==> config.mk <==
export PLATFORM = sky130hd
export DESIGN_NAME = dbg_bp_unit
export DESIGN_NICKNAME = d
export VERILOG_FILES = /design/src/rtl/dbg_bp_pkg.sv /design/src/rtl/dbg_bp_regs.sv /design/src/rtl/dbg_bp_slot.sv /design/src/rtl/dbg_bp_status.sv /design/src/rtl/dbg_bp_unit.sv
export SDC_FILE = /design/constraint.sdc
export NUM_CORES = 1
export LEC_CHECK = 0
export BUFFER_PORTS_ARGS = -buffer_cell sky130_fd_sc_hd__buf_2
export CORE_ASPECT_RATIO = 0.6
export CORE_UTILIZATION = 62
export DETAILED_ROUTE_END_ITERATION = 8
export PLACE_DENSITY = 0.95
export SLEW_MARGIN = 15
export SYNTH_ARGS = -nofsm -noshare
export SYNTH_HDL_FRONTEND = slang
export SYNTH_SLANG_ARGS = --single-unit
export TNS_END_PERCENT = 1
==> constraint.sdc <==
create_clock -name clk -period 8.75 [get_ports clk]
set_input_delay 0.4375 -clock clk [delete_from_list [all_inputs] [get_ports clk]]
set_output_delay 0.4375 -clock clk [all_outputs]
set_load 0.05 [all_outputs]
==> src/rtl/dbg_bp_pkg.sv <==
package dbg_bp_pkg;

  typedef enum logic [1:0] {
    BP_INSN = 2'b00,
    BP_DWR  = 2'b01,
    BP_IO   = 2'b10,
    BP_DRW  = 2'b11
  } bp_kind_e;

  localparam int unsigned KIND_BASE   = 16;
  localparam int unsigned KIND_STRIDE = 4;
  localparam int unsigned EN_STRIDE   = 2;

endpackage

==> src/rtl/dbg_bp_regs.sv <==
module dbg_bp_regs #(
  parameter int unsigned NUM_SLOTS = 4,
  parameter int unsigned DATA_W    = 32,
  parameter int unsigned SEL_W     = 3
) (
  input  logic                          clk,
  input  logic                          rst_n,
  input  logic                          wr_en,
  input  logic [SEL_W-1:0]              wr_sel,
  input  logic [DATA_W-1:0]             wr_data,
  output logic [NUM_SLOTS*DATA_W-1:0]   addr_flat,
  output logic [DATA_W-1:0]             ctrl_o
);

  localparam logic [SEL_W-1:0] CTRL_SEL = SEL_W'(NUM_SLOTS);

  logic             ctrl_we;
  logic [DATA_W-1:0] ctrl_q;

  assign ctrl_we = wr_en && (wr_sel == CTRL_SEL);

  generate
    for (genvar g = 0; g < NUM_SLOTS; g++) begin : g_addr
      logic              addr_we;
      logic [DATA_W-1:0] addr_q;

      assign addr_we = wr_en && (wr_sel == SEL_W'(g));

      always_ff @(posedge clk or negedge rst_n) begin
        if (!rst_n) begin
          addr_q <= '0;
        end else if (addr_we) begin
          addr_q <= wr_data;
        end
      end

      assign addr_flat[g*DATA_W +: DATA_W] = addr_q;
    end
  endgenerate

  always_ff @(posedge clk or negedge rst_n) begin
    if (!rst_n) begin
      ctrl_q <= '0;
    end else if (ctrl_we) begin
      ctrl_q <= wr_data;
    end
  end

  assign ctrl_o = ctrl_q;

endmodule

==> src/rtl/dbg_bp_slot.sv <==
module dbg_bp_slot #(
  parameter int unsigned DATA_W = 32
) (
  input  logic [DATA_W-1:0] slot_addr,
  input  logic [DATA_W-1:0] insn_ptr,
  input  logic              watch,
  input  logic [1:0]        kind,
  input  logic [1:0]        en_bits,
  output logic              hit,
  output logic              enabled
);
  import dbg_bp_pkg::*;

  bp_kind_e kind_e;

  assign kind_e  = bp_kind_e'(kind);
  assign enabled = |en_bits;

  always_comb begin
    hit = 1'b0;
    unique case (kind_e)
      BP_INSN: hit = (slot_addr == insn_ptr);
      BP_DWR,
      BP_DRW:  hit = watch;
      BP_IO:   hit = 1'b0;
      default: hit = 1'b0;
    endcase
  end

endmodule

==> src/rtl/dbg_bp_status.sv <==
module dbg_bp_status #(
  parameter int unsigned NUM_SLOTS = 4,
  parameter int unsigned DATA_W    = 32
) (
  input  logic                 clk,
  input  logic                 rst_n,
  input  logic                 wr_any,
  input  logic                 wr_stat,
  input  logic [DATA_W-1:0]    wr_data,
  input  logic [NUM_SLOTS-1:0] hit_vec,
  input  logic [NUM_SLOTS-1:0] en_vec,
  input  logic                 force_upd,
  output logic [DATA_W-1:0]    status_o,
  output logic                 exc_o
);

  logic [DATA_W-1:0] stat_q, stat_d;
  logic              stat_we;
  logic              exc_q, exc_d;
  logic              armed_hit;
  logic [DATA_W-1:0] assembled;

  assign armed_hit = |(hit_vec & en_vec);
  assign assembled = {stat_q[DATA_W-1:NUM_SLOTS], hit_vec};

  always_comb begin
    stat_d  = stat_q;
    stat_we = 1'b0;
    exc_d   = 1'b0;
    if (wr_stat) begin
      stat_d  = wr_data;
      stat_we = 1'b1;
    end else if (!wr_any) begin
      exc_d = armed_hit;
      if (armed_hit || force_upd) begin
        stat_d  = assembled;
        stat_we = 1'b1;
      end
    end
  end

  always_ff @(posedge clk or negedge rst_n) begin
    if (!rst_n) begin
      stat_q <= '0;
    end else if (stat_we) begin
      stat_q <= stat_d;
    end
  end

  always_ff @(posedge clk or negedge rst_n) begin
    if (!rst_n) begin
      exc_q <= 1'b0;
    end else begin
      exc_q <= exc_d;
    end
  end

  assign status_o = stat_q;
  assign exc_o    = exc_q;

endmodule

==> src/rtl/dbg_bp_unit.sv <==
module dbg_bp_unit #(
  parameter int unsigned NUM_SLOTS = 4,
  parameter int unsigned DATA_W    = 32,
  localparam int unsigned SEL_W    = $clog2(NUM_SLOTS + 2)
) (
  input  logic                 clk,
  input  logic                 arst_n,
  input  logic                 wr_en,
  input  logic [SEL_W-1:0]     wr_sel,
  input  logic [DATA_W-1:0]    wr_data,
  input  logic [DATA_W-1:0]    insn_ptr,
  input  logic [NUM_SLOTS-1:0] watch_hit,
  input  logic                 force_upd,
  output logic [DATA_W-1:0]    status_o,
  output logic                 dbg_exc_o
);
  import dbg_bp_pkg::*;

  localparam logic [SEL_W-1:0] STAT_SEL = SEL_W'(NUM_SLOTS + 1);

  logic [1:0]                  rst_sync;
  logic                        rst_n;
  logic [NUM_SLOTS*DATA_W-1:0] addr_flat;
  logic [DATA_W-1:0]           ctrl;
  logic [NUM_SLOTS-1:0]        hit_vec;
  logic [NUM_SLOTS-1:0]        en_vec;
  logic [2*NUM_SLOTS-1:0]      kind_vec;

  always_ff @(posedge clk or negedge arst_n) begin
    if (!arst_n) begin
      rst_sync <= 2'b00;
    end else begin
      rst_sync <= {rst_sync[0], 1'b1};
    end
  end

  assign rst_n = rst_sync[1];

  dbg_bp_regs #(
    .NUM_SLOTS (NUM_SLOTS),
    .DATA_W    (DATA_W),
    .SEL_W     (SEL_W)
  ) u_regs (
    .clk       (clk),
    .rst_n     (rst_n),
    .wr_en     (wr_en),
    .wr_sel    (wr_sel),
    .wr_data   (wr_data),
    .addr_flat (addr_flat),
    .ctrl_o    (ctrl)
  );

  generate
    for (genvar n = 0; n < NUM_SLOTS; n++) begin : g_slot
      assign kind_vec[2*n +: 2] = ctrl[KIND_BASE + KIND_STRIDE*n +: 2];

      dbg_bp_slot #(
        .DATA_W (DATA_W)
      ) u_slot (
        .slot_addr (addr_flat[n*DATA_W +: DATA_W]),
        .insn_ptr  (insn_ptr),
        .watch     (watch_hit[n]),
        .kind      (kind_vec[2*n +: 2]),
        .en_bits   (ctrl[EN_STRIDE*n +: 2]),
        .hit       (hit_vec[n]),
        .enabled   (en_vec[n])
      );
    end
  endgenerate

  dbg_bp_status #(
    .NUM_SLOTS (NUM_SLOTS),
    .DATA_W    (DATA_W)
  ) u_status (
    .clk       (clk),
    .rst_n     (rst_n),
    .wr_any    (wr_en),
    .wr_stat   (wr_en && (wr_sel == STAT_SEL)),
    .wr_data   (wr_data),
    .hit_vec   (hit_vec),
    .en_vec    (en_vec),
    .force_upd (force_upd),
    .status_o  (status_o),
    .exc_o     (dbg_exc_o)
  );

endmodule

==> metrics.yaml, run 1 <==
io_buffers: 107
grt_antenna_before_repair: 0
status: "complete, no violations"
arrival_ps: 2760
end_kind: "register"
skew_ps: 8.38
p_seq_share_pct: 45.2
power.switching_mw: 0.802
via_count: 5768
place.gp.congestion: 0.957
multi_input_area_mm2: 0.00364
grt_use_total_pct: 34.7
crit_chain: "xor2_1, or3_1, nor4_1, nand3_1, o2111ai_2, o21ba_4, o211ai_1"
n_antenna_cell: 0
cts_tree: "done"
switching_share_pct: 32.0
cp.buffers_inverters: 0
p_int_mw: 1.70
period_needed_ps: 2460
slew_violations: 0
rows: 32
synth_fp_nets: 731
rsz0062_at_grt: "false"
required_ps: 9050
startpoint_type: "register"
synth.avg_cell_area_um2: 12.5
clk_pin_slew_worst_paths_ps: 60
crit_slowest_cell: "nor4_1"
antenna_left: 0
cts_setup_buffers: 0
comb_power_share_pct: 24.9
tightest_slew_ps: 816
fillers: 860
path_class: "reg -> reg"
syn_area_mm2: 0.00823
grt_pass1_vias: 5880
ys_ff_latch: 179
wl_met2_um: 9990
seq_area_mm2: 0.00448
period_share_pct: 28.2
cp_top_family: "simple AND/OR/NAND/NOR gates"
die_area_mm2: 0.0137
worst_slack_ps: 6290
cts.sinks: 179
max-slew-margin-rel_pct: 45.6
maxCapViolCount: 0
layout_common_cells: "dfrtp_1, mux2_2, buf_2"
syn_to_final_growth_pct: 15.9
fp.dieH_um: 91.2
cts-htree-levels: 4
p_leak_nw: 4.22
powerDensity_mw_per_mm2: 263
clk_latency_ps: 430
first_pass_iters: 5
finalSetupViolations: 0
drt_iter0_drc: 606
die_w_um: 151
initial_core_util_pct: 63.8
fin_tns_setup_ps: 0
worstHoldPathType: "in -> reg"
clockBufferDepth: 2
topRoutingLayerUsed: "met4"
slowest_delay_ps: 480
wirelength_met1_um: 9390
fp.coreArea_mm2: 0.0129
grt_pass1_wl_um: 34000
met3_wirelength_um: 2320
synth_cell_types: 31
wl_um: 22200
yosysWarnings: 0
cts_root_buf: "clkbuf_16"
critical_path.max_fanout: 5
viasPerCell: 6.08
drive_gt1_share_pct: 37.4
post_drt_wl_per_cell_um: 23.4
ioPinCount: 108
fmax_mhz: 406
pre_cts_ws_ps: 6300
peakVddDrop_uv: 147
grt_max_degree: 91
fin_nets: 842
drc: 0
numCtsBuffers: 17
ys_seq_area_share_pct: 54.4
overflow: 0
power_frac_clock_pct: 29.9
dpl.hpwl_um: 15500
hold_violations: 0
final_common_cell: "dfrtp_1"
synthCells: 656
==> per-layer routing <==
| layer | GRT usage [%] | up-vias |
|---|---|---|
| li1 | - | 2460 |
| met1 | 49.0 | 2949 |
| met2 | 51.4 | 304 |
| met3 | 11.5 | 55 |
| met4 | 10.1 | 0 |
| met5 | 0 | - |
==> synth_stat cells <==
cell type    n  area [um2]
dfrtp_1    179        4480
mux2_2     141        1590
nand2_1     97         364
xnor2_1     90         788
xor2_1      38         333
nand4_1     23         144
buf_2       13        65.1
nor4_1      13        81.3
clkbuf_1    12        45.0
nor2_1       9        33.8
nand3_1      5        25.0
nor3_1       5        25.0
o211ai_1     5        37.5
o21ai_0      4        20.0
mux2_1       3        33.8
a21oi_1      2        10.0
nand4b_1     2        17.5
or3_1        2        12.5
a31oi_1      1        6.26
and2_2       1        7.51
and3_1       1        6.26
and3b_1      1        8.76
conb_1       1        3.75
inv_1        1        3.75
nor2b_1      1        6.26
nor3b_2      1        12.5
o2111ai_2    1        15.0
o21ba_4      1        16.3
o22a_1       1        8.76
o22ai_4      1        20.0
o31a_1       1        8.76
==> power groups by stage <==
stage / combinational [mW] / clock, mW / sequential, mW
after CTS: 0.616 / 0.751 / 1.13
after global routing: 0.658 / 0.782 / 1.15
after floorplan: 0.315 / 0 / 1.23
final: 0.623 / 0.749 / 1.13
after global placement: 0.585 / 0 / 1.12
after detailed placement: 0.607 / 0 / 1.14
==> kinds of logic after synthesis <==
family,after synthesis,share of synthesized area (%)
AO/OA/AOI/OAI,17,1.73
XOR/XNOR,128,13.6
buffers and inverters,26,1.38
flip-flops,179,54.4
multiplexers,144,19.7
other,1,0.0456
AND/OR/NAND/NOR,161,9.05
==> worst paths after layout <==
path	start	to	slack [ps]	cells after the start
max	u_regs.g_addr[3].addr_q[5]	u_status.status_o[1]	6290	7
min	wr_data[12]	u_status.status_o[12]	270	3
max reg2reg	u_regs.g_addr[3].addr_q[5]	u_status.status_o[1]	6290	7
min reg2reg	rst_sync[0]	rst_sync[1]	360	0
max in group asynchronous	rst_sync[1]	u_regs.g_addr[0].addr_q[9]	7020	2
min in group asynchronous	arst_n	rst_sync[1]	310	2
==> per-stage QoR <==
stage | cell area, um2 | hold WS (ps) | total power [mW] | util (%) | instances
5_1_grt | 9530 | 280 | 2.59 | 73.9 | 948
4_1_cts | 9520 | 267 | 2.50 | 73.9 | 948
2_1_floorplan | 8230 | 142 | 1.54 | - | 656
3_5_place_dp | 8950 | 226 | 1.75 | 69.4 | 917
3_3_place_gp | 8950 | 223 | 1.71 | 69.4 | 917
6_report | 9530 | 268 | 2.50 | 73.9 | 948
==> repair_timing <==
action,CTS,global route
gates resized for setup,0,0
endpoints found under the hold margin,2,0
hold buffers,1,0
==> layout make-up <==
type / count / share of cell area (%)
inverters: 1 / 0.0394
clock inverters: 8 / 1.08
well taps: 170 / 2.23
repair buffers: 117 / 6.51
multi-input cells: 451 / 38.2
clock buffers: 22 / 4.87
flip-flops and latches: 179 / 47.0
==> registers in the layout (all words and copies together), names as in the netlist <==
signal	flops
rst_sync	2
u_regs.ctrl_o	16
u_regs.g_addr.addr_q	128
u_status.exc_o	1
u_status.status_o	32
==> tightest hold or removal path, stage by stage <==
cell	delay [ps]
buf_2	120
nand2_1	50
nand2_1	50
No activity file was read; power rests on OpenSTA's default activity.
==> inputs of run 2 (changes only) <==
--- a/config.mk
+++ b/config.mk
@@ -5,11 +5,12 @@
 export SDC_FILE = /design/constraint.sdc
 export NUM_CORES = 1
 export LEC_CHECK = 0
+export ABC_AREA = 1
 export BUFFER_PORTS_ARGS = -buffer_cell sky130_fd_sc_hd__buf_2
 export CORE_ASPECT_RATIO = 0.6
-export CORE_UTILIZATION = 62
+export CORE_UTILIZATION = 58
 export DETAILED_ROUTE_END_ITERATION = 8
-export PLACE_DENSITY = 0.95
+export PLACE_DENSITY = 0.9
 export SLEW_MARGIN = 15
 export SYNTH_ARGS = -nofsm -noshare
 export SYNTH_HDL_FRONTEND = slang
==> constraint.sdc (replaced) <==
create_clock -name clk -period 2.5 [get_ports clk]
set_input_delay 0.125 -clock clk [delete_from_list [all_inputs] [get_ports clk]]
set_output_delay 0.125 -clock clk [all_outputs]
set_load 0.05 [all_outputs]
==> run 2 against run 1 <==
Against the previous run: cell count increased by 47%; synthesized cell count increased by 66%; highest routed layer unchanged; fmax increased by 30%; area after synthesis increased by 4.0%; sequential power increased to 3.4 times the previous value; non-clock buffer count decreased by 1; largest power group unchanged; critical endpoint is now u_status.status_o[0].
==> metrics.yaml, run 2 <==
worstHoldPathType: "in -> reg"
grt_pass1_vias: 7182
drive_gt1_share_pct: 15.2
powerDensity_mw_per_mm2: 892
peakVddDrop_uv: 529
place.gp.congestion: 0.897
yosysWarnings: 0
cts_setup_buffers: 0
viasPerCell: 5.55
ys_ff_latch: 179
die_area_mm2: 0.0153
dpl.hpwl_um: 15400
fin_nets: 1258
post_drt_wl_per_cell_um: 16.7
fin_tns_setup_ps: 0
syn_to_final_growth_pct: 16.3
ioPinCount: 108
clk_pin_slew_worst_paths_ps: 70
final_common_cell: "nand2_1"
max-slew-margin-rel_pct: 32.3
first_pass_iters: 6
fmax_mhz: 529
grt_max_degree: 178
synthArstFlopShare_pct: 100
via_count: 7708
period_needed_ps: 1890
whs_ps: 28.4
fp.dieH_um: 96.1
final_cell_count_no_fill: 1389
p_leak_nw: 5.10
rows: 33
largest-register: "u_regs.g_addr.addr_q"
numCtsBuffers: 17
io_buffers: 107
synthCells: 1091
required_ps: 2870
initial_core_util_pct: 60.9
synth.avg_cell_area_um2: 7.84
synth_ff_type: "dfrtp_1"
drc: 0
ys_seq_area_share_pct: 52.4
maxCapViolCount: 0
grt_use_total_pct: 32.3
cts.sinks: 179
synth_fp_nets: 1166
antenna_left: 0
grt_pass1_wl_um: 37200
fin_area_mm2: 0.00995
synth_cell_types: 28
skew_ps: 10.6
syn_area_mm2: 0.00856
r2r_cells: 13
dpl.cell_count: 1354
finalSetupViolations: 0
die_w_um: 159
layout_common_cells: "nand2_1, o21ai_0, dfrtp_1"
grt_antenna_before_repair: 0
synth_area_leaders: "dfrtp_1, nand2_1, o21ai_0"
busiest_layer: "met2"
synth-edff-count: 0
cts_root_buf: "clkbuf_16"
drt_iter0_drc: 939
startpoint_type: "register"
path_class: "reg -> reg"
clk_latency_ps: 430
rsz0062_at_grt: "false"
cts_tree: "done"
yosysMostFrequentCell: "nand2_1"
synth_top_area_share_pct: 52.4
slew_violations: 0
post_cts_resized: 0
status: "complete, no violations"
min_path_cells: 3
met2_usage_pct: 49.2
wl_um: 23200
clockBufferDepth: 2
grt.met3_usage_pct: 7.37
critical_path.max_fanout: 6
synth_common_cells: "nand2_1, o21ai_0, dfrtp_1, inv_1, nor2_1"
hold_violations: 0
tightest_slew_ps: 1010
fp.coreArea_mm2: 0.0140
total_power_mw: 8.88
largest_reg_flops: 128
synth_top_cell_by_area: "dfrtp_1"
postPlaceCellArea_mm2: 0.00926
period_share_pct: 75.6
end_kind: "register"
cts-htree-levels: 4
arrival_ps: 2260
overflow: 0
grt_use_met1_pct: 46.6
## run 2: repair_timing
item,CTS,global route
hold buffers,2,0
endpoints found under the setup margin,0,0
hold endpoints to repair,2,0
## run 2: power breakdown
group / internal, mW / total (mW) / leakage (nW) / switching (mW)
clock: 1.89 / 3.09 / 0.322 / 1.20
sequential: 3.44 / 3.84 / 2.25 / 0.404
combinational: 0.656 / 1.95 / 2.52 / 1.30
total: 5.98 / 8.88 / 5.10 / 2.90
## run 2: cell families (layout without fill, tap and decap cells)
| logic type | after synthesis | in the layout | synth area share [%] |
|---|---|---|---|
| AND/OR/NAND/NOR | 507 | 507 | 23.9 |
| other | 1 | 2 | 0.0438 |
| XOR/XNOR | 48 | 48 | 4.91 |
| AO/OA/AOI/OAI | 191 | 191 | 11.4 |
| flip-flops | 179 | 179 | 52.4 |
| buffers and inverters | 165 | 270 | 7.39 |
## run 2: routing by layer
layer / vias up / routed length (um)
met5: - / 0
met3: 47 / 2510
met2: 443 / 10000
met4: 0 / 379
met1: 3633 / 10300
li1: 3585 / -
## run 2: final timing paths
| path | startpoint | to | slack [ps] |
|---|---|---|---|
| setup / recovery | u_regs.g_addr[2].addr_q[14] | u_status.status_o[0] | 610 |
| hold / removal | wr_data[22] | u_regs.g_addr[2].addr_q[22] | 30 |
| setup reg to reg | u_regs.g_addr[2].addr_q[14] | u_status.status_o[0] | 610 |
| hold reg to reg | rst_sync[0] | rst_sync[1] | 350 |
| max in group asynchronous | rst_sync[1] | u_regs.ctrl_o[0] | 1280 |
| min in group asynchronous | rst_sync[1] | u_regs.g_addr[0].addr_q[20] | 430 |
## run 2: final cells by class
type	instances	area (um2)
Sequential cell	179	4480
Clock inverter	15	250
Timing Repair Buffer	116	633
Fill cell	1083	4080
Clock buffer	17	425
Inverter	122	458
Antenna cell	1	2.50
Multi-Input combinational cell	747	3460
Tap cell	192	240
## run 2: worst max-delay path, stage by stage (launching register included)
cell	delay, ps
dfrtp_1	400
xnor2_1	170
nand3b_1	150
nor2_1	250
nand2_1	110
nor2_1	100
nand2_1	90
nand2_1	90
nand2_1	50
nand2_1	110
o21ai_4	90
nand2_4	80
nand2_1	60
nand2_1	60
## run 2: stage by stage
step | setup WS [ps] | utilization (%)
after floorplan | 657 | -
after global placement | 750 | 65.9
after detailed placement | 722 | 65.9
after CTS | 670 | 70.9
after global routing | 456 | 70.9
final | 610 | 70.9
